$ cat src/rtl/exc_entry_pkg.sv
// Package: shared constants for the exception entry controller.
// Bit indices are LSB-based positions inside the 32-bit machine state word.
package exc_entry_pkg;

    localparam int unsigned WORD_W      = 32;
    localparam int unsigned NUM_ERR_SRC = 7;

    // State word field positions (LSB = 0)
    localparam int unsigned ST_VECU  = 25;
    localparam int unsigned ST_SLEEP = 18;
    localparam int unsigned ST_ILEND = 16;
    localparam int unsigned ST_XIE   = 15;
    localparam int unsigned ST_USER  = 14;
    localparam int unsigned ST_FPEN  = 13;
    localparam int unsigned ST_MCEN  = 12;
    localparam int unsigned ST_FPM0  = 11;
    localparam int unsigned ST_STEP  = 10;
    localparam int unsigned ST_BTRC  = 9;
    localparam int unsigned ST_FPM1  = 8;
    localparam int unsigned ST_PFX   = 6;
    localparam int unsigned ST_ITR   = 5;
    localparam int unsigned ST_DTR   = 4;
    localparam int unsigned ST_PMK   = 2;
    localparam int unsigned ST_RCV   = 1;
    localparam int unsigned ST_LEND  = 0;

    localparam logic [WORD_W-1:0] ST_HARD_RESET = 32'h0000_0040;
    localparam logic [WORD_W-1:0] VEC_BASE_HI   = 32'hFFF0_0000;
    localparam logic [WORD_W-1:0] VEC_OFF_SRST  = 32'h0000_0100;
    localparam logic [WORD_W-1:0] VEC_OFF_MCHK  = 32'h0000_0200;

    typedef enum logic [1:0] {
        EXC_NONE = 2'd0,
        EXC_SRST = 2'd1,
        EXC_MCHK = 2'd2
    } exc_kind_e;

    // Bits of the old state word copied into save register 1
    function automatic logic [WORD_W-1:0] save_keep_mask();
        logic [WORD_W-1:0] m;
        m = '0;
        for (int i = 0; i < 16; i++) m[i] = 1'b1;
        m[ST_VECU] = 1'b1;
        return m;
    endfunction

    // Bits of the state word forced to zero on exception entry
    function automatic logic [WORD_W-1:0] entry_clear_mask();
        logic [WORD_W-1:0] m;
        m = '0;
        m[ST_VECU] = 1'b1;  m[ST_SLEEP] = 1'b1; m[ST_XIE]  = 1'b1;
        m[ST_USER] = 1'b1;  m[ST_FPEN]  = 1'b1; m[ST_MCEN] = 1'b1;
        m[ST_FPM0] = 1'b1;  m[ST_STEP]  = 1'b1; m[ST_BTRC] = 1'b1;
        m[ST_FPM1] = 1'b1;  m[ST_PFX]   = 1'b1; m[ST_ITR]  = 1'b1;
        m[ST_DTR]  = 1'b1;  m[ST_PMK]   = 1'b1; m[ST_RCV]  = 1'b1;
        m[ST_LEND] = 1'b1;
        return m;
    endfunction

    localparam logic [WORD_W-1:0] SAVE_KEEP   = save_keep_mask();
    localparam logic [WORD_W-1:0] ENTRY_CLEAR = entry_clear_mask();

endpackage

$ cat src/rtl/exc_sreset_filter.sv
// Module: exc_sreset_filter
// Synchronises the asynchronous soft-reset pin and emits a single-cycle
// fire pulse once the synchronised level has been high for the
// programmed minimum width. Assumes the pin is free of glitches shorter
// than one clock period, or that such glitches may be lost.
module exc_sreset_filter #(
    parameter int unsigned CNT_W = 8
) (
    input  logic             clk,
    input  logic             rst_n,
    input  logic             pin_async_i,
    input  logic [CNT_W-1:0] min_width_i,
    output logic             fire_o
);

    logic             sync1_q, sync2_q;
    logic [CNT_W-1:0] width_cnt_q;
    logic [CNT_W-1:0] target;
    logic [CNT_W:0]   cnt_inc;

    // Two-flop synchroniser for the asynchronous pin
    always_ff @(posedge clk) begin
        if (!rst_n) begin
            sync1_q <= 1'b0;
            sync2_q <= 1'b0;
        end else begin
            sync1_q <= pin_async_i;
            sync2_q <= sync1_q;
        end
    end

    // Minimum width of zero behaves as one cycle
    always_comb begin
        target  = (min_width_i == '0) ? {{(CNT_W-1){1'b0}}, 1'b1} : min_width_i;
        cnt_inc = {1'b0, width_cnt_q} + {{CNT_W{1'b0}}, 1'b1};
        fire_o  = sync2_q && (cnt_inc == {1'b0, target});
    end

    // Count high cycles, saturating at the target so only one fire occurs
    always_ff @(posedge clk) begin
        if (!rst_n) begin
            width_cnt_q <= '0;
        end else if (!sync2_q) begin
            width_cnt_q <= '0;
        end else if (width_cnt_q != target) begin
            width_cnt_q <= cnt_inc[CNT_W-1:0];
        end
    end

    assert_one_fire_per_assert_R3: assert property (@(posedge clk) disable iff (!rst_n)
        fire_o |=> !fire_o);

    assert_fire_after_width_R2: assert property (@(posedge clk) disable iff (!rst_n)
        (fire_o && min_width_i > 1 && $stable(min_width_i)) |-> $past(sync2_q));

endmodule

$ cat src/rtl/exc_mchk_gate.sv
// Module: exc_mchk_gate
// Merges the machine-check pin with the internal error flags, gates the
// result with the state word's enable bit and latches checkstop when a
// request arrives with the enable clear. Assumes flags are level signals
// already aligned to clk.
module exc_mchk_gate #(
    parameter int unsigned NUM_ERR = 7
) (
    input  logic               clk,
    input  logic               rst_n,
    input  logic               pin_i,
    input  logic [NUM_ERR-1:0] err_i,
    input  logic               mcen_i,
    output logic               req_o,
    output logic               take_o,
    output logic               checkstop_o
);

    logic stop_q;

    // Request, acceptance and checkstop trigger
    always_comb begin
        req_o  = pin_i || (|err_i);
        take_o = req_o && mcen_i && !stop_q;
    end

    // Checkstop latch, released only by hard reset
    always_ff @(posedge clk) begin
        if (!rst_n) begin
            stop_q <= 1'b0;
        end else if (req_o && !mcen_i) begin
            stop_q <= 1'b1;
        end
    end

    assign checkstop_o = stop_q;

    assert_checkstop_sticky_R6: assert property (@(posedge clk) disable iff (!rst_n)
        checkstop_o |=> checkstop_o);

    assert_checkstop_cause_R6: assert property (@(posedge clk) disable iff (!rst_n)
        $rose(checkstop_o) |-> $past(!mcen_i && req_o));

endmodule

$ cat src/rtl/exc_entry_regs.sv
// Module: exc_entry_regs
// Holds the machine state word and both save registers, performs the
// entry rewrite and produces the registered redirect and flush pulse.
// Assumes at most one take input is high per cycle (the top resolves
// priority).
module exc_entry_regs
    import exc_entry_pkg::*;
(
    input  logic              clk,
    input  logic              rst_n,
    input  logic              take_srst_i,
    input  logic              take_mchk_i,
    input  logic [WORD_W-1:0] next_pc_i,
    input  logic              unrecov_i,
    input  logic              msr_wr_en_i,
    input  logic [WORD_W-1:0] msr_wr_data_i,
    output logic [WORD_W-1:0] msr_o,
    output logic [WORD_W-1:0] srr0_o,
    output logic [WORD_W-1:0] srr1_o,
    output logic              redir_vld_o,
    output logic [WORD_W-1:0] redir_addr_o,
    output logic              flush_o
);

    exc_kind_e         kind;
    logic [WORD_W-1:0] msr_q, srr0_q, srr1_q, addr_q;
    logic              vld_q;
    logic [WORD_W-1:0] msr_next, srr1_next, vec_base, vec_off;

    // Select exception kind; machine check wins
    always_comb begin
        if (take_mchk_i)      kind = EXC_MCHK;
        else if (take_srst_i) kind = EXC_SRST;
        else                  kind = EXC_NONE;
    end

    // Compute the rewritten state word, save value and vector
    always_comb begin
        msr_next            = msr_q & ~ENTRY_CLEAR;
        msr_next[ST_LEND]   = msr_q[ST_ILEND];
        srr1_next           = msr_q & SAVE_KEEP;
        if (unrecov_i) srr1_next[ST_RCV] = 1'b0;
        vec_base            = msr_q[ST_PFX] ? VEC_BASE_HI : '0;
        vec_off             = (kind == EXC_MCHK) ? VEC_OFF_MCHK : VEC_OFF_SRST;
    end

    // State word, save registers and redirect pulse
    always_ff @(posedge clk) begin
        if (!rst_n) begin
            msr_q  <= ST_HARD_RESET;
            srr0_q <= '0;
            srr1_q <= '0;
            vld_q  <= 1'b0;
            addr_q <= '0;
        end else if (kind != EXC_NONE) begin
            msr_q  <= msr_next;
            srr0_q <= next_pc_i;
            srr1_q <= srr1_next;
            vld_q  <= 1'b1;
            addr_q <= vec_base | vec_off;
        end else begin
            vld_q <= 1'b0;
            if (msr_wr_en_i) msr_q <= msr_wr_data_i;
        end
    end

    assign msr_o        = msr_q;
    assign srr0_o       = srr0_q;
    assign srr1_o       = srr1_q;
    assign redir_vld_o  = vld_q;
    assign redir_addr_o = addr_q;
    assign flush_o      = vld_q;

    assert_entry_disables_mchk_R10: assert property (@(posedge clk) disable iff (!rst_n)
        redir_vld_o |-> !msr_o[ST_MCEN]);

    assert_srr1_zero_fields_R9: assert property (@(posedge clk) disable iff (!rst_n)
        redir_vld_o |-> ((srr1_o & ~SAVE_KEEP) == '0));

    assert_vector_shape_R11: assert property (@(posedge clk) disable iff (!rst_n)
        redir_vld_o |-> ((redir_addr_o[19:0] == 20'h00100 || redir_addr_o[19:0] == 20'h00200)
                         && (redir_addr_o[31:20] == 12'h000 || redir_addr_o[31:20] == 12'hFFF)));

    assert_srr0_captured_R8: assert property (@(posedge clk) disable iff (!rst_n)
        (take_srst_i || take_mchk_i) |=> (srr0_o == $past(next_pc_i)));

endmodule

$ cat src/rtl/exc_entry_ctrl.sv
// Module: exc_entry_ctrl (top)
// Exception entry controller: resolves hard reset, machine check and
// soft reset priority, drives the entry registers and keeps the sticky
// not-hard-reset flag. Assumes rst_n is synchronous to clk.
module exc_entry_ctrl
    import exc_entry_pkg::*;
#(
    parameter int unsigned CNT_W   = 8,
    parameter int unsigned NUM_ERR = NUM_ERR_SRC
) (
    input  logic               clk,
    input  logic               rst_n,
    input  logic               sreset_pin_i,
    input  logic [CNT_W-1:0]   sr_min_width_i,
    input  logic               hrst_seq_i,
    input  logic               test_busy_i,
    input  logic               mchk_pin_i,
    input  logic [NUM_ERR-1:0] err_flags_i,
    input  logic [31:0]        next_pc_i,
    input  logic               unrecov_i,
    input  logic               msr_wr_en_i,
    input  logic [31:0]        msr_wr_data_i,
    input  logic               nhr_set_i,
    output logic [31:0]        msr_o,
    output logic [31:0]        srr0_o,
    output logic [31:0]        srr1_o,
    output logic               redirect_vld_o,
    output logic [31:0]        redirect_addr_o,
    output logic               flush_o,
    output logic               checkstop_o,
    output logic               nhr_o
);

    logic sr_fire, mchk_req, mchk_take, take_srst, nhr_q;

    exc_sreset_filter #(.CNT_W(CNT_W)) u_sr_filter (
        .clk         (clk),
        .rst_n       (rst_n),
        .pin_async_i (sreset_pin_i),
        .min_width_i (sr_min_width_i),
        .fire_o      (sr_fire)
    );

    exc_mchk_gate #(.NUM_ERR(NUM_ERR)) u_mchk_gate (
        .clk         (clk),
        .rst_n       (rst_n),
        .pin_i       (mchk_pin_i),
        .err_i       (err_flags_i),
        .mcen_i      (msr_o[ST_MCEN]),
        .req_o       (mchk_req),
        .take_o      (mchk_take),
        .checkstop_o (checkstop_o)
    );

    // Soft reset qualifies only when nothing higher or blocking is active
    always_comb begin
        take_srst = sr_fire && !hrst_seq_i && !test_busy_i
                    && !checkstop_o && !mchk_req;
    end

    exc_entry_regs u_entry_regs (
        .clk           (clk),
        .rst_n         (rst_n),
        .take_srst_i   (take_srst),
        .take_mchk_i   (mchk_take),
        .next_pc_i     (next_pc_i),
        .unrecov_i     (unrecov_i),
        .msr_wr_en_i   (msr_wr_en_i),
        .msr_wr_data_i (msr_wr_data_i),
        .msr_o         (msr_o),
        .srr0_o        (srr0_o),
        .srr1_o        (srr1_o),
        .redir_vld_o   (redirect_vld_o),
        .redir_addr_o  (redirect_addr_o),
        .flush_o       (flush_o)
    );

    // Sticky flag: software sets, only hard reset clears
    always_ff @(posedge clk) begin
        if (!rst_n)         nhr_q <= 1'b0;
        else if (nhr_set_i) nhr_q <= 1'b1;
    end

    assign nhr_o = nhr_q;

    assert_nhr_sticky_R13: assert property (@(posedge clk) disable iff (!rst_n)
        nhr_o |=> nhr_o);

    assert_quiet_in_checkstop_R6: assert property (@(posedge clk) disable iff (!rst_n)
        checkstop_o |=> !redirect_vld_o);

    assert_srst_not_blocked_R4: assert property (@(posedge clk) disable iff (!rst_n)
        (redirect_vld_o && redirect_addr_o[9:8] == 2'b01) |-> $past(!test_busy_i && !hrst_seq_i));

    assert_mchk_wins_R7: assert property (@(posedge clk) disable iff (!rst_n)
        (mchk_req && sr_fire && !checkstop_o && msr_o[ST_MCEN]) |=> (redirect_addr_o[9:8] == 2'b10));

endmodule

$ cat config.mk
export PLATFORM = sky130hd
export DESIGN_NAME = exc_entry_ctrl
export DESIGN_NICKNAME = d
export VERILOG_FILES = /design/src/rtl/exc_entry_pkg.sv /design/src/rtl/exc_sreset_filter.sv /design/src/rtl/exc_mchk_gate.sv /design/src/rtl/exc_entry_regs.sv /design/src/rtl/exc_entry_ctrl.sv
export SDC_FILE = /design/constraint.sdc
export NUM_CORES = 1
export LEC_CHECK = 0
export ABC_AREA = 1
export BUFFER_PORTS_ARGS = -buffer_cell sky130_fd_sc_hd__buf_2
export CAP_MARGIN = 25
export CORE_ASPECT_RATIO = 0.7
export CORE_MARGIN = 1
export CORE_UTILIZATION = 46
export CTS_BUF_LIST = sky130_fd_sc_hd__clkbuf_2
export CTS_CLUSTER_SIZE = 28
export DETAILED_ROUTE_END_ITERATION = 7
export PLACE_DENSITY = 0.81
export SLEW_MARGIN = 25
export SYNTH_ARGS = -nofsm -noshare
export SYNTH_HDL_FRONTEND = slang
export SYNTH_SLANG_ARGS = --single-unit
$ cat constraint.sdc
create_clock -name clk -period 2.1 [get_ports clk]
set_input_delay 0.105 -clock clk [delete_from_list [all_inputs] [get_ports clk]]
set_output_delay 0.105 -clock clk [all_outputs]
set_load 0.1 [all_outputs]
* Word level (Yosys, flattened, before mapping) *
Cells that the tools add are included.

cells by class
  bitwise operators = 3
  add/subtract/negate cells = 1
  reduce and logical (&&, ||, !) cells = 21
  muxes and demuxes = 9
  equality and inequality tests = 3

operators with widths
  kind                                          count
  2-to-1 mux 32 bit                             1
  OR 32 bit                                     1
  2-to-1 mux 7 bit                              2
  2-to-1 mux 10 bit                             1
  adder 8 x 1 -> 9 bit (second input constant)  1
  equality test 9 x 8 -> 1 bit                  1
  logical AND 1 bit                             8
  logical NOT 8 bit                             1
  2-to-1 mux 8 bit                              1
  inequality test 8 bit                         1
  OR reduction 7 bit                            1
  logical NOT 1 bit                             5
  AND reduction 2 bit                           2
  nonzero test 2 bit                            2
  2-to-1 mux 1 bit                              3
  equality test 2 bit (second input constant)   1
  2-to-1 mux 2 bit                              1
  NOT 1 bit                                     2
  OR reduction 2 bit                            1
  logical OR 1 bit                              1

word-level totals
  register bits = 126
  logic and storage cells = 49
  input port bits = 88

* Depth between registers and ports, before layout *
Gate-level depths: netlist (run 1).

  depth in word-level cells = 13
  mapped depth = 16

* Modules after synthesis *
Synthesis (run 1) repeated with hierarchy kept, for this count alone.

second synthesis, totals
  cell total of the unflattened synthesis = 615
  area, all modules = 4449.3 um^2

modules (own cells, without submodules)
  module             seq. area each (um^2)  cells an instance  times used  area an instance (um^2)
  exc_entry_regs     1681.6                 448                1           3478.3
  exc_sreset_filter  200.2                  145                1           844.6
  exc_mchk_gate      20.0                   14                 1           76.3
  exc_entry_ctrl     20.0                   8                  1           50.0

* Worst setup path after synthesis (run 1) *
No wires, ideal clock.

  path type = register -> register
  start = register u_mchk_gate.stop_q (netlist: u_mchk_gate.checkstop_o)
  end = register u_entry_regs.srr1_q[6] (netlist: u_entry_regs.srr1_o[6])
  clock period less this slack = 2.114 ns
  stages on the path, launching flop included = 15
  required time = 2.038 ns
  slack = -0.014 ns
  setup time = 0.062 ns
  data arrival time = 2.052 ns
  path buffers = 2
  cells stage by stage = dfxtp_1 > nor2_1 > nand2_1 > nor2_1 > nand2_1 > nor2_1 > nand2_1 > nor2_1 > nand3_2 > nand2_2 > nor2_4 > buf_6 > buf_6 > nand2_1 > nand2_1

between the ends
  cells in the longest elaborated chain, start to end = 6
  elaborated cells on any way between the ends = 7
  classes of those cells = 2 x mux; 5 x reduce/logical

RTL lines
  item                             RTL line                                   RTL
  start: declaration               exc_mchk_gate.sv:19                        logic stop_q;
  start signal: assignment         exc_mchk_gate.sv:30                        stop_q <= 1'b0;
  start signal: assignment         exc_mchk_gate.sv:32                        stop_q <= 1'b1;
  logical NOT 1 bit *              exc_mchk_gate.sv:24, exc_entry_ctrl.sv:58
  logical AND 1 bit (2 in series)  exc_entry_ctrl.sv:58                       && !checkstop_o && !mchk_req;
  2-to-1 mux 1 bit                 exc_entry_regs.sv:33                       else if (take_srst_i) kind = EXC_SRST;
  2-to-1 mux 2 bit *               exc_entry_regs.sv:32                       if (take_mchk_i) kind = EXC_MCHK;
  nonzero test 2 bit *             exc_entry_regs.sv:55                       end else if (kind != EXC_NONE) begin
  end signal: assignment           exc_entry_regs.sv:58                       srr1_q <= srr1_next;
  end: declaration                 exc_entry_regs.sv:26                       logic [WORD_W-1:0] msr_q, srr0_q, srr1_q, addr_q;

Every way passes the cells marked *; elsewhere a longest branch is shown, timed or not.
A chain may end at the register's enable or synchronous reset.

* Worst setup path in the final report (run 1) *
  start = input err_flags_i[2]
  end = register u_entry_regs.msr_q[23] (netlist: u_entry_regs.msr_o[23])

between the ends
  cells in the longest elaborated chain, start to end = 9
  elaborated cells on any way between the ends = 11
  classes of those cells = 2 x mux; 1 x bitwise; 8 x reduce/logical

RTL lines
  item                                    RTL line              RTL
  start: declaration                      exc_entry_ctrl.sv:18  input logic [NUM_ERR-1:0] err_flags_i,
  OR reduction 7 bit *                    exc_mchk_gate.sv:23   req_o = pin_i || (|err_i);
  logical OR 1 bit *                      exc_mchk_gate.sv:23
  logical NOT 1 bit                       exc_entry_ctrl.sv:58
  logical AND 1 bit                       exc_entry_ctrl.sv:58
  2-to-1 mux 1 bit                        exc_entry_regs.sv:33
  2-to-1 mux 2 bit *                      exc_entry_regs.sv:32
  nonzero test 2 bit *                    exc_entry_regs.sv:55
  NOT 1 bit (no source line) *            --
  AND reduction 2 bit (no source line) *  --
  end signal: assignment                  exc_entry_regs.sv:56  msr_q <= msr_next;
  end signal: assignment                  exc_entry_regs.sv:63  if (msr_wr_en_i) msr_q <= msr_wr_data_i;
  end: declaration                        exc_entry_regs.sv:26

Marks and branches as above.

==> impl_results.md, run 1 <==
* Status: completed
* Final setup fails at 0
* Xor-xnor portion of the synthesized cell area at under 10%
* PwrDens at between 600 and 700 nW/µm²
* Congestion Overflow GR at 0
* Worst hold path type: input port to flop
* Synth area leader: dfxtp_1
* M1 GR Usage at 30.4%
* Worst setup path end: u_entry_regs.msr_o[23]
* Count of final hold-check violations at 0
* Final HPWL DP at about 7.4 mm
* Max_slew headroom at between 60% and 70%
* Largest family of logic cells by synthesized area: simple AND/OR/NAND/NOR gates
* Fmax at 494 MHz
* Clock tree buffer depth at 2
* Ys Warns at 0
* Post-synthesis sequential area ratio at between 40% and 50%
* Largest cells by area after synthesis: dfxtp_1 45%, nand2_1 22%, buf_4 11%
* R2R cell count at 16
* Die height at around 83 µm
* Worst-path clk slew at 0.26 ns
* Num CTS Buffers at 9
* Synth Instances at just over 600
* Post-synthesis adder-cell area fraction at 0.290%
* Tot GR Track Use at 25.7%
* Crit Reg-Reg Startpoint: u_sr_filter.width_cnt_q[0]
* Number of placement rows at 29
* Hold path startpoint: sr_min_width_i[2]
* Initial Utilization at 47.6%
* Total die area at between 9000 and 10000 µm²
* I/O pins at 220
* Tmin final at roughly 2 ns
* WL per Instance at approximately 13 µm
* CTS tree: built
* Most used routing layer: met2
* Initial antenna violation count at 0
* Cell variety after synth at 30
* IO buf count at between 150 and 200
* Setup Total Neg Slack at 0 ns
* Routing usage on met2 at between 40% and 50%
* Share of cells above drive strength 1 at approximately 28%
* Max-slew violations at 0
* Setup slack, reg-to-reg at about 0.1 ns
* Register bit count reported by yosys at 96
* Syn-to-layout area delta at 45.0%
* Vias in the first global route at ~4200
* Clock root buffer: clkbuf_2
* Crit start category: input port
* Post-synth top area share at roughly 45%
* GP Congestion at 0.913
* Min Hold Slack at ~0.011 ns
* Worst skew pair latency at between 0.5 and 0.6 ns
* Mux cell area share after synthesis at 0%
* Htree depth at 3
* FF-to-FF End: u_entry_regs.srr0_o[31]
* Vias per cell at roughly 4.6
* Critical Path RT at roughly 2.6 ns
* CP Max Fanout at 8
* Crit end category: flop
* Routed via count at 4600
* Worst Path Arrival at around 2.5 ns
* Fillers at ~730
* CP Launch Point: err_flags_i[2]
* Max IR drop VDD at 455 µV
* Leak at approximately 3.4 nW
* Core ar. at around 9000 µm²
* Met3 Use GR at ~7.1%
* Worst setup path class: input port to flop
* Tcrit/Tclk final at between 90% and 100%
* # nets final at 956
* RSZ-0062 raised after global routing: yes
* Post-Route WL at between 10 and 15 mm
* Largest net degree at the start of global routing at 47
* Max-Cap Viols at 0
* Post-route ant nets at 0
* Drt pass-1 iters at 5
* DRC violations left at 0
* Synth Area in Compound Gates at about 4.8%
* Clock Sinks at 96
* Setup Skew at between 0.02 and 0.03 ns
* Chip width at between 100 and 150 µm
* Worst slew pin tran at about 0.5 ns
* Fin util at 69.0%
* Post-synth design cell area at ~4300 µm²
* Simple-gate portion of the synthesized area at between 30 and 40%
* Initial drt markers at about 250
* First-pass GRT wire length at between 20 and 25 mm
* Syn Area/Cell at about 7 µm²
* Total power draw at ~0.0043 W
==> kinds of logic after synthesis <==
family	count (synthesis)
XOR/XNOR	6
other	1
AO/OA/AOI/OAI	40
adder cells (fa/ha/maj)	1
flip-flops	96
buffers and inverters	130
AND/OR/NAND/NOR	336
==> area by class of cell <==
cell class	instances	area (µm²)	share of cell area, %
Antenna cell	1	2.50	0.0400
Clock buffer	9	45.0	0.720
Clock inverter	7	55.1	0.880
Inverter	48	195	3.12
Multi-Input combinational cell	417	1800	28.7
Sequential cell	96	1930	30.9
Tap cell	124	155	2.48
Timing Repair Buffer	293	2050	32.7
Timing Repair inverter	2	27.5	0.440
==> metal layers <==
layer / routed length (µm) / vias to the layer above / share of wire (%)
li1: - / 2281 / -
met1: 5500 / 2058 / 42
met2: 6330 / 219 / 48
met3: 884 / 42 / 6.7
met4: 415 / 0 / 3.2
met5: 0 / - / 0
==> worst min path at each step <==
stage / end / depth (start not counted)
5_1_grt: u_sr_filter.width_cnt_q[0] / 6
2_1_floorplan: u_sr_filter.sync1_q / 2
3_3_place_gp: u_sr_filter.sync1_q / 3
6_report: u_sr_filter.width_cnt_q[0] / 6
3_5_place_dp: u_entry_regs.srr0_o[23] / 3
4_1_cts: u_entry_regs.redir_addr_o[8] / 6
==> worst max-delay path: stages <==
cell and delay (ns):
dlygate4sd3_1 0.53, buf_2 0.12, nor2_1 0.08, nand2_1 0.06, nor2_2 0.13, dlygate4sd3_1 0.57, inv_1 0.05, nand3_1 0.13
buf_4 0.18, nand3_4 0.14, buf_12 0.19, nand2_1 0.07, nand2_1 0.07, nor2_1 0.11
==> where the power goes <==
group	internal, W	switching [W]	total [W]	leakage (nW)
Clock	0.000167	0.000649	0.000816	0.0578
Combinational	0.000340	0.00122	0.00156	2.53
Sequential	0.00191	0.0000541	0.00196	0.787
Total	0.00242	0.00193	0.00434	3.37
==> flip-flops by register name, summed over array words and instances (netlist names) <==
name,count
u_entry_regs.flush_o,1
nhr_o,1
u_sr_filter.width_cnt_q,8
u_entry_regs.redir_addr_o,2
u_entry_regs.srr1_o,17
u_sr_filter.sync1_q,1
u_entry_regs.msr_o,32
u_entry_regs.srr0_o,32
u_mchk_gate.checkstop_o,1
u_sr_filter.sync2_q,1
==> placed cells by master, fill, tap and decap left out, drive strengths merged, types with 12 or more instances in the layout <==
| cell type | synthesis | final |
|---|---|---|
| nand3 | 19 | 19 |
| dfxtp | 96 | 96 |
| nand2 | 250 | 250 |
| dlygate4sd3 | 0 | 86 |
| buf | 75 | 204 |
| inv | 46 | 49 |
| o21ai | 15 | 15 |
| clkbuf | 7 | 12 |
| nor2 | 59 | 60 |
| a21oi | 22 | 22 |
| conb | 1 | 33 |
==> metrics by stage <==
stage,setup WS [ns],area (µm²),instances
after floorplan,0.208,4440,642
after global placement,0.0335,5030,880
after detailed placement,-0.0203,5030,880
after CTS,0.0284,6010,984
after global routing,-0.0463,6250,996
final,0.0764,6260,997
==> cell usage after synthesis (all sizes together) <==
library cell and instances:
a21boi 1, a21oi 22, a31oi 2, buf 75, clkbuf 7, clkinv 2
conb 1, dfxtp 96, ha 1, inv 46, nand2 250, nand3 19
nand3b 2, nand4 2, nor2 59, nor3 3, nor4 1, o21ai 15
xnor2 3, xor2 3
==> repair_timing <==
action | 4_1_cts | 5_1_grt
buffers inserted | 0 | 7
resized for setup | 1 | 22
hold buffers | 87 | 0
hold endpoints to repair | 72 | 0
pin swaps | 0 | 1
setup endpoints to repair | 22 | 78
gates cloned | 1 | 6
No activity file was read; power rests on OpenSTA's default activity.
==> run 2: changes to the inputs <==
--- a/config.mk
+++ b/config.mk
@@ -6,7 +6,7 @@
 export NUM_CORES = 1
 export LEC_CHECK = 0
 export ABC_AREA = 1
-export BUFFER_PORTS_ARGS = -buffer_cell sky130_fd_sc_hd__buf_2
+export BUFFER_PORTS_ARGS = -buffer_cell sky130_fd_sc_hd__buf_4
 export CAP_MARGIN = 25
 export CORE_ASPECT_RATIO = 0.7
 export CORE_MARGIN = 1
==> impl_results.md, run 2 (same netlist as run 1, synthesis figures left out) <==
* Max_slew headroom at about 64%
* First-pass GRT wire length at 20.7 mm
* CP Max Fanout at 14
* Core ar. at slightly above 9000 µm²
* Syn-to-layout area delta at 58.5%
* Max IR drop VDD at 557 µV
* Drt pass-1 iters at 5
* Initial antenna violation count at 0
* Crit Reg-Reg Startpoint: u_sr_filter.width_cnt_q[1]
* Post-route ant nets at 0
* Clock root buffer: clkbuf_2
* Num CTS Buffers at 9
* # nets final at about 950
* Leak at ~3.5 nW
* Commonest cells after routing, fill and taps aside: 223 x nand2_1, 194 x buf_4, 87 x dlygate4sd3_1, 87 x dfxtp_1, 55 x nor2_1
* Worst Path Arrival at between 2 and 3 ns
* Initial Utilization at between 40 and 50%
* Hold path startpoint: sr_min_width_i[2]
* Vias per cell at approximately 4.7
* I/O pins at 220
* Largest net degree at the start of global routing at 47
* Initial drt markers at 299
* Total power draw at roughly 0.0047 W
* Worst slew pin tran at approximately 0.53 ns
* R2R cell count at 15
* GP Congestion at around 0.96
* Crit end category: flop
* Status: finished, violations left
* Min Hold Slack at -0.0383 ns
* Worst setup path class: input port to flop
* Hold path depth at 6
* Clock Sinks at 96
* Count of final hold-check violations at 1
* Final setup fails at 0
* IO buf count at 186
* Vias in the first global route at between 4000 and 5000
* Setup slack, reg-to-reg at between 0.03 and 0.04 ns
* Share of cells above drive strength 1 at 31.5%
* Htree depth at 3
* Die height at between 80 and 90 µm
* Total die area at about 9800 µm²
* Setup Skew at about 0.033 ns
* Routed via count at 4678
* WL per Instance at around 14 µm
* Number of placement rows at 29
* Crit start category: input port
* Failing checks: negative hold slack
* PwrDens at slightly below 700 nW/µm²
* Max-Cap Viols at 0
* Max-slew violations at 0
* Worst Hold Path EP: u_sr_filter.width_cnt_q[0]
* Clock tree buffer depth at 2
* FF-to-FF End: u_entry_regs.msr_o[11]
* Dpl ws at -0.0180 ns
* Tcrit/Tclk final at slightly below 100%
* Congestion Overflow GR at 0
* Tot GR Track Use at between 20% and 30%
* Chip width at about 120 µm
* Most common cell after layout, fill and taps aside: nand2_1
* Final Worst Setup Slack at 0.0328 ns
* Tmin final at about 2.1 ns
* Worst hold path type: input port to flop
* DRC violations left at 0
* Worst skew pair latency at 0.57 ns
* Worst-path clk slew at around 0.27 ns
* RSZ-0062 raised after global routing: yes
* Final HPWL DP at 8.07 mm
* Post-Route WL at around 14 mm
* Critical Path RT at 2.64 ns
* Fmax at between 400 and 500 MHz
* CTS tree: built
==> run 2: cell count changes in the layout (fill, tap and decap cells not counted), moves of 3 or more <==
| cell | delta |
|---|---|
| dfxtp_1 | -4 |
| nand2_2 | +21 |
| buf_4 | +181 |
| o21ai_0 | -5 |
| dfxtp_2 | +4 |
| inv_2 | +3 |
| buf_2 | -186 |
| nand2_4 | +4 |
| nand2_1 | -25 |
| nor2_2 | -4 |
| o21ai_1 | +4 |
==> run 2: repair_timing <==
action	4_1_cts	5_1_grt
gates cloned	0	6
hold buffers	88	0
setup buffers	0	5
pin swaps	0	7
endpoints found under the hold margin	78	0
resized for setup	1	62
endpoints found under the setup margin	45	82
==> run 2: cell type report <==
class | instances | area (µm²)
inverters | 48 | 193
multi-input cells | 416 | 1890
repair buffers | 289 | 2480
flip-flops and latches | 96 | 1940
diodes | 1 | 2.50
well taps | 124 | 155
clock inverters | 7 | 101
fillers | 584 | 2230
repair inverters | 3 | 36.3
clock buffers | 9 | 45.0
==> run 2: worst max-delay path by stage <==
stage                                          start  slack, ns                      end  cells past startpoint
after floorplan           u_sr_filter.width_cnt_q[1]       0.21   u_entry_regs.srr1_o[6]                     14
after global placement    u_sr_filter.width_cnt_q[0]       0.05   u_entry_regs.srr0_o[7]                     13
after detailed placement  u_sr_filter.width_cnt_q[1]      -0.02  u_entry_regs.srr0_o[24]                     13
after CTS                 u_sr_filter.width_cnt_q[1]       0.03   u_entry_regs.srr0_o[1]                     13
after global routing      u_sr_filter.width_cnt_q[1]      -0.08   u_entry_regs.msr_o[10]                     15
final                                 err_flags_i[2]       0.03  u_entry_regs.srr0_o[14]                     14
==> run 2: power by group <==
part           switching [W]  internal, W
sequential         0.0000622      0.00191
clock               0.000660     0.000407
combinational        0.00125     0.000438
total                0.00197      0.00276
==> run 2: routing by layer <==
layer  share of wire [%]  up-vias  track usage [%]
met5                   0        -                0
li1                    -     2266                -
met2                  49      258             45.2
met4                 3.6        0             13.9
met1                  39     2111             30.3
met3                 8.2       43             8.31
==> run 2: critical path: stages <==
cell and delay, ns:
dlygate4sd3_1 0.54, buf_4 0.13, nor2_1 0.08, nand2_1 0.06, nor2_1 0.19, dlygate4sd3_1 0.59, inv_1 0.06, nand3_2 0.15
nand2_4 0.11, nor2_4 0.14, buf_12 0.13, buf_12 0.14, nand2_1 0.09, nand2_2 0.09
==> run 2: metrics by stage <==
step	std cells	TNS (ns)	util, %	cell area, µm²
6_report	993	0	75.4	6840
5_1_grt	992	-1.84	75.4	6840
3_3_place_gp	878	0	60.5	5490
3_5_place_dp	878	-0.0907	60.5	5490
2_1_floorplan	642	0	-	4440
4_1_cts	982	0	71.9	6530
==> run 3: changes to the inputs <==
--- a/config.mk
+++ b/config.mk
@@ -15,6 +15,7 @@
 export CTS_CLUSTER_SIZE = 28
 export DETAILED_ROUTE_END_ITERATION = 7
 export PLACE_DENSITY = 0.81
+export REMOVE_ABC_BUFFERS = 1
 export SLEW_MARGIN = 25
 export SYNTH_ARGS = -nofsm -noshare
 export SYNTH_HDL_FRONTEND = slang
==> impl_results.md, run 3 (same netlist as run 1, synthesis figures left out) <==
* Failing checks: negative hold slack, negative setup slack
* RSZ-0062 raised after global routing: yes
* Max IR drop VDD at about 500 µV
* Dpl ws at -0.193 ns
* Clock root buffer: clkbuf_2
* Tot GR Track Use at a little over a quarter
* CTS tree: built
* Worst setup path class: flop to flop
* Fmax at approximately 460 MHz
* Comb power frac at approximately 37%
* Worst Hold Path EP: u_sr_filter.width_cnt_q[0]
* CP max stage delay at between 0.4 and 0.5 ns
* Most common cell after layout, fill and taps aside: nand2_1
* Finished Layout Cells at between 900 and 1000
* Die height at ~83 µm
* Clock tree buffer depth at 2
* First-pass GRT wire length at approximately 20 mm
* Worst Path Arrival at around 2.7 ns
* Count of final hold-check violations at 1
* Crit start category: flop
* Final setup fails at 70
* R2R cell count at 16
* Setup slack, reg-to-reg at -0.08 ns
* ANT cells at 0
* Sw frac at between 40% and 50%
* Crit-path leading delay family: simple AND/OR/NAND/NOR gates
* IO buf count at approximately 190
* Setup Skew at between 0.03 and 0.04 ns
* Congestion Overflow GR at 0
* Largest net degree at the start of global routing at 47
* Number of placement rows at 29
* Worst slew pin tran at 0.544 ns
* Crit end category: flop
* Slowest CP cell: dfxtp_4
* Chip width at 118 µm
* Htree depth at 3
* Share of cells above drive strength 1 at between 30% and 40%
* Syn-to-layout area delta at 60.4%
* Tcrit/Tclk final at 104%
* Worst skew pair latency at 0.59 ns
* Final HPWL DP at 7.97 mm
* Worst-path clk slew at ~0.25 ns
* Buf/Inv on CP at 3
* Critical Path RT at between 2 and 3 ns
* Total die area at between 9000 and 10000 µm²
* CP Max Fanout at 15
* Clock Sinks at 96
* Worst hold path type: input port to flop
* Worst-path cell chain: ha_4, inv_2, nand2_1, nand2_1, nor2_2, nand2_1, nor2_1, nand2_1, nor2_2, nand3_2, nand2_4, nor2_4, buf_12, clkbuf_16, nand2_1, nand2_1
* Critical path's most frequent cell: nand2_1
* Initial drt markers at about 240
* Max_slew headroom at a little under two thirds
* Routed via count at 4724
* Commonest cells after routing, fill and taps aside: 218 x nand2_1, 195 x buf_4, 92 x dfxtp_1
* Setup Total Neg Slack at -2.91 ns
* I/O pins at 220
* Tmin final at 2.18 ns
* Max-slew violations at 0
* GP Congestion at about 0.84
* Post-route ant nets at 0
* Status: finished, violations left
* Final Worst Setup Slack at -0.0750 ns
* # nets final at between 900 and 1000
* Drt pass-1 iters at 5
* Reg power frac at a little over two fifths
* Leak at between 3 and 4 nW
* Internal cell power at ~0.0027 W
* Hold path startpoint: sr_min_width_i[4]
* Initial antenna violation count at 0
* Placed cell count at just under 900
* WL per Instance at approximately 14 µm
* Clock network power share at about 20%
* Min Hold Slack at -0.0498 ns
* Fin util at 76.3%
* Switching power at 0.00199 W
* Core ar. at between 9000 and 10000 µm²
* Vias per cell at 4.73
* Fillers at 626
* Hold path depth at 6
* Post-Route WL at about 14 mm
* Crit Reg-Reg Startpoint: u_sr_filter.width_cnt_q[0]
* Max-Cap Viols at 0
* DRC violations left at 0
* Num CTS Buffers at 9
* Initial Utilization at between 40% and 50%
* Vias in the first global route at around 4300
* PwrDens at 672 nW/µm²
* FF-to-FF End: u_entry_regs.srr0_o[24]
run 3: cell count changes in the layout (fill, tap and decap cells not counted), sizes merged:
| cell | previous run | this run |
|---|---|---|
| diode | 1 | 0 |
| buf | 200 | 204 |
| clkbuf | 11 | 13 |
| bufinv | 2 | 1 |
| dlygate4sd3 | 87 | 88 |
run 3: through the flow:
| stage | instance area, µm² | power [W] |
|---|---|---|
| CTS | 6500 | 0.00455 |
| global route | 6920 | 0.00482 |
| detailed placement | 5470 | 0.00346 |
| floorplan | 3840 | 0.00310 |
| finish | 6920 | 0.00465 |
| global placement | 5470 | 0.00345 |
run 3: worst reg2reg max path: cells and delay by family (launching register included):
family                     cells  cell delay (ns)
DFF                            1             0.42
adders and majority gates      1             0.27
and+or+nand+nor               12             1.06
buffers and inverters          3             0.35
run 3: final cells by class:
class                      count  area [µm²]  share of cell area [%]
tap                          124         155                    2.24
sequential                    96        1930                    27.9
inverter                      48         205                    2.97
timing repair inverter         2        22.5                   0.325
clock inverter                 7        80.1                    1.16
timing repair buffer         296        2590                    37.4
multi-input combinational    416        1890                    27.4
clock buffer                   9        45.0                   0.651
run 3: worst max path at each step:
stage,startpoint,endpoint,cells past startpoint
floorplan,u_entry_regs.srr1_o[6],u_entry_regs.srr1_o[6],2
global route,u_sr_filter.width_cnt_q[0],u_entry_regs.srr0_o[22],16
global placement,u_sr_filter.width_cnt_q[0],u_entry_regs.srr0_o[28],15
CTS,u_sr_filter.width_cnt_q[0],u_entry_regs.srr1_o[7],15
detailed placement,u_sr_filter.width_cnt_q[0],u_entry_regs.srr0_o[25],15
finish,u_sr_filter.width_cnt_q[0],u_entry_regs.srr0_o[24],16
run 3: power by group through the flow:
stage	Clock [W]	Combinational (W)	Sequential, W
after CTS	0.000984	0.00160	0.00197
after global placement	0	0.00145	0.00199
final	0.000959	0.00173	0.00197
after floorplan	0	0.000429	0.00267
after global routing	0.00105	0.00179	0.00198
after detailed placement	0	0.00146	0.00200
run 3: metal layers:
layer	vias up	share of wire, %	global-route usage [%]
li1	2282	-	-
met3	47	6.9	6.94
met2	225	50	47.4
met5	-	0	0
met1	2170	39	28.6
met4	0	3.5	11.3
run 3: repair_timing:
item                                    CTS  global route
gates cloned                              0             7
pin swaps                                 1            11
endpoints found under the setup margin   81            81
setup buffers                             1            11
hold buffers                             88             1
hold endpoints to repair                 74             1
resized for setup                         5            66
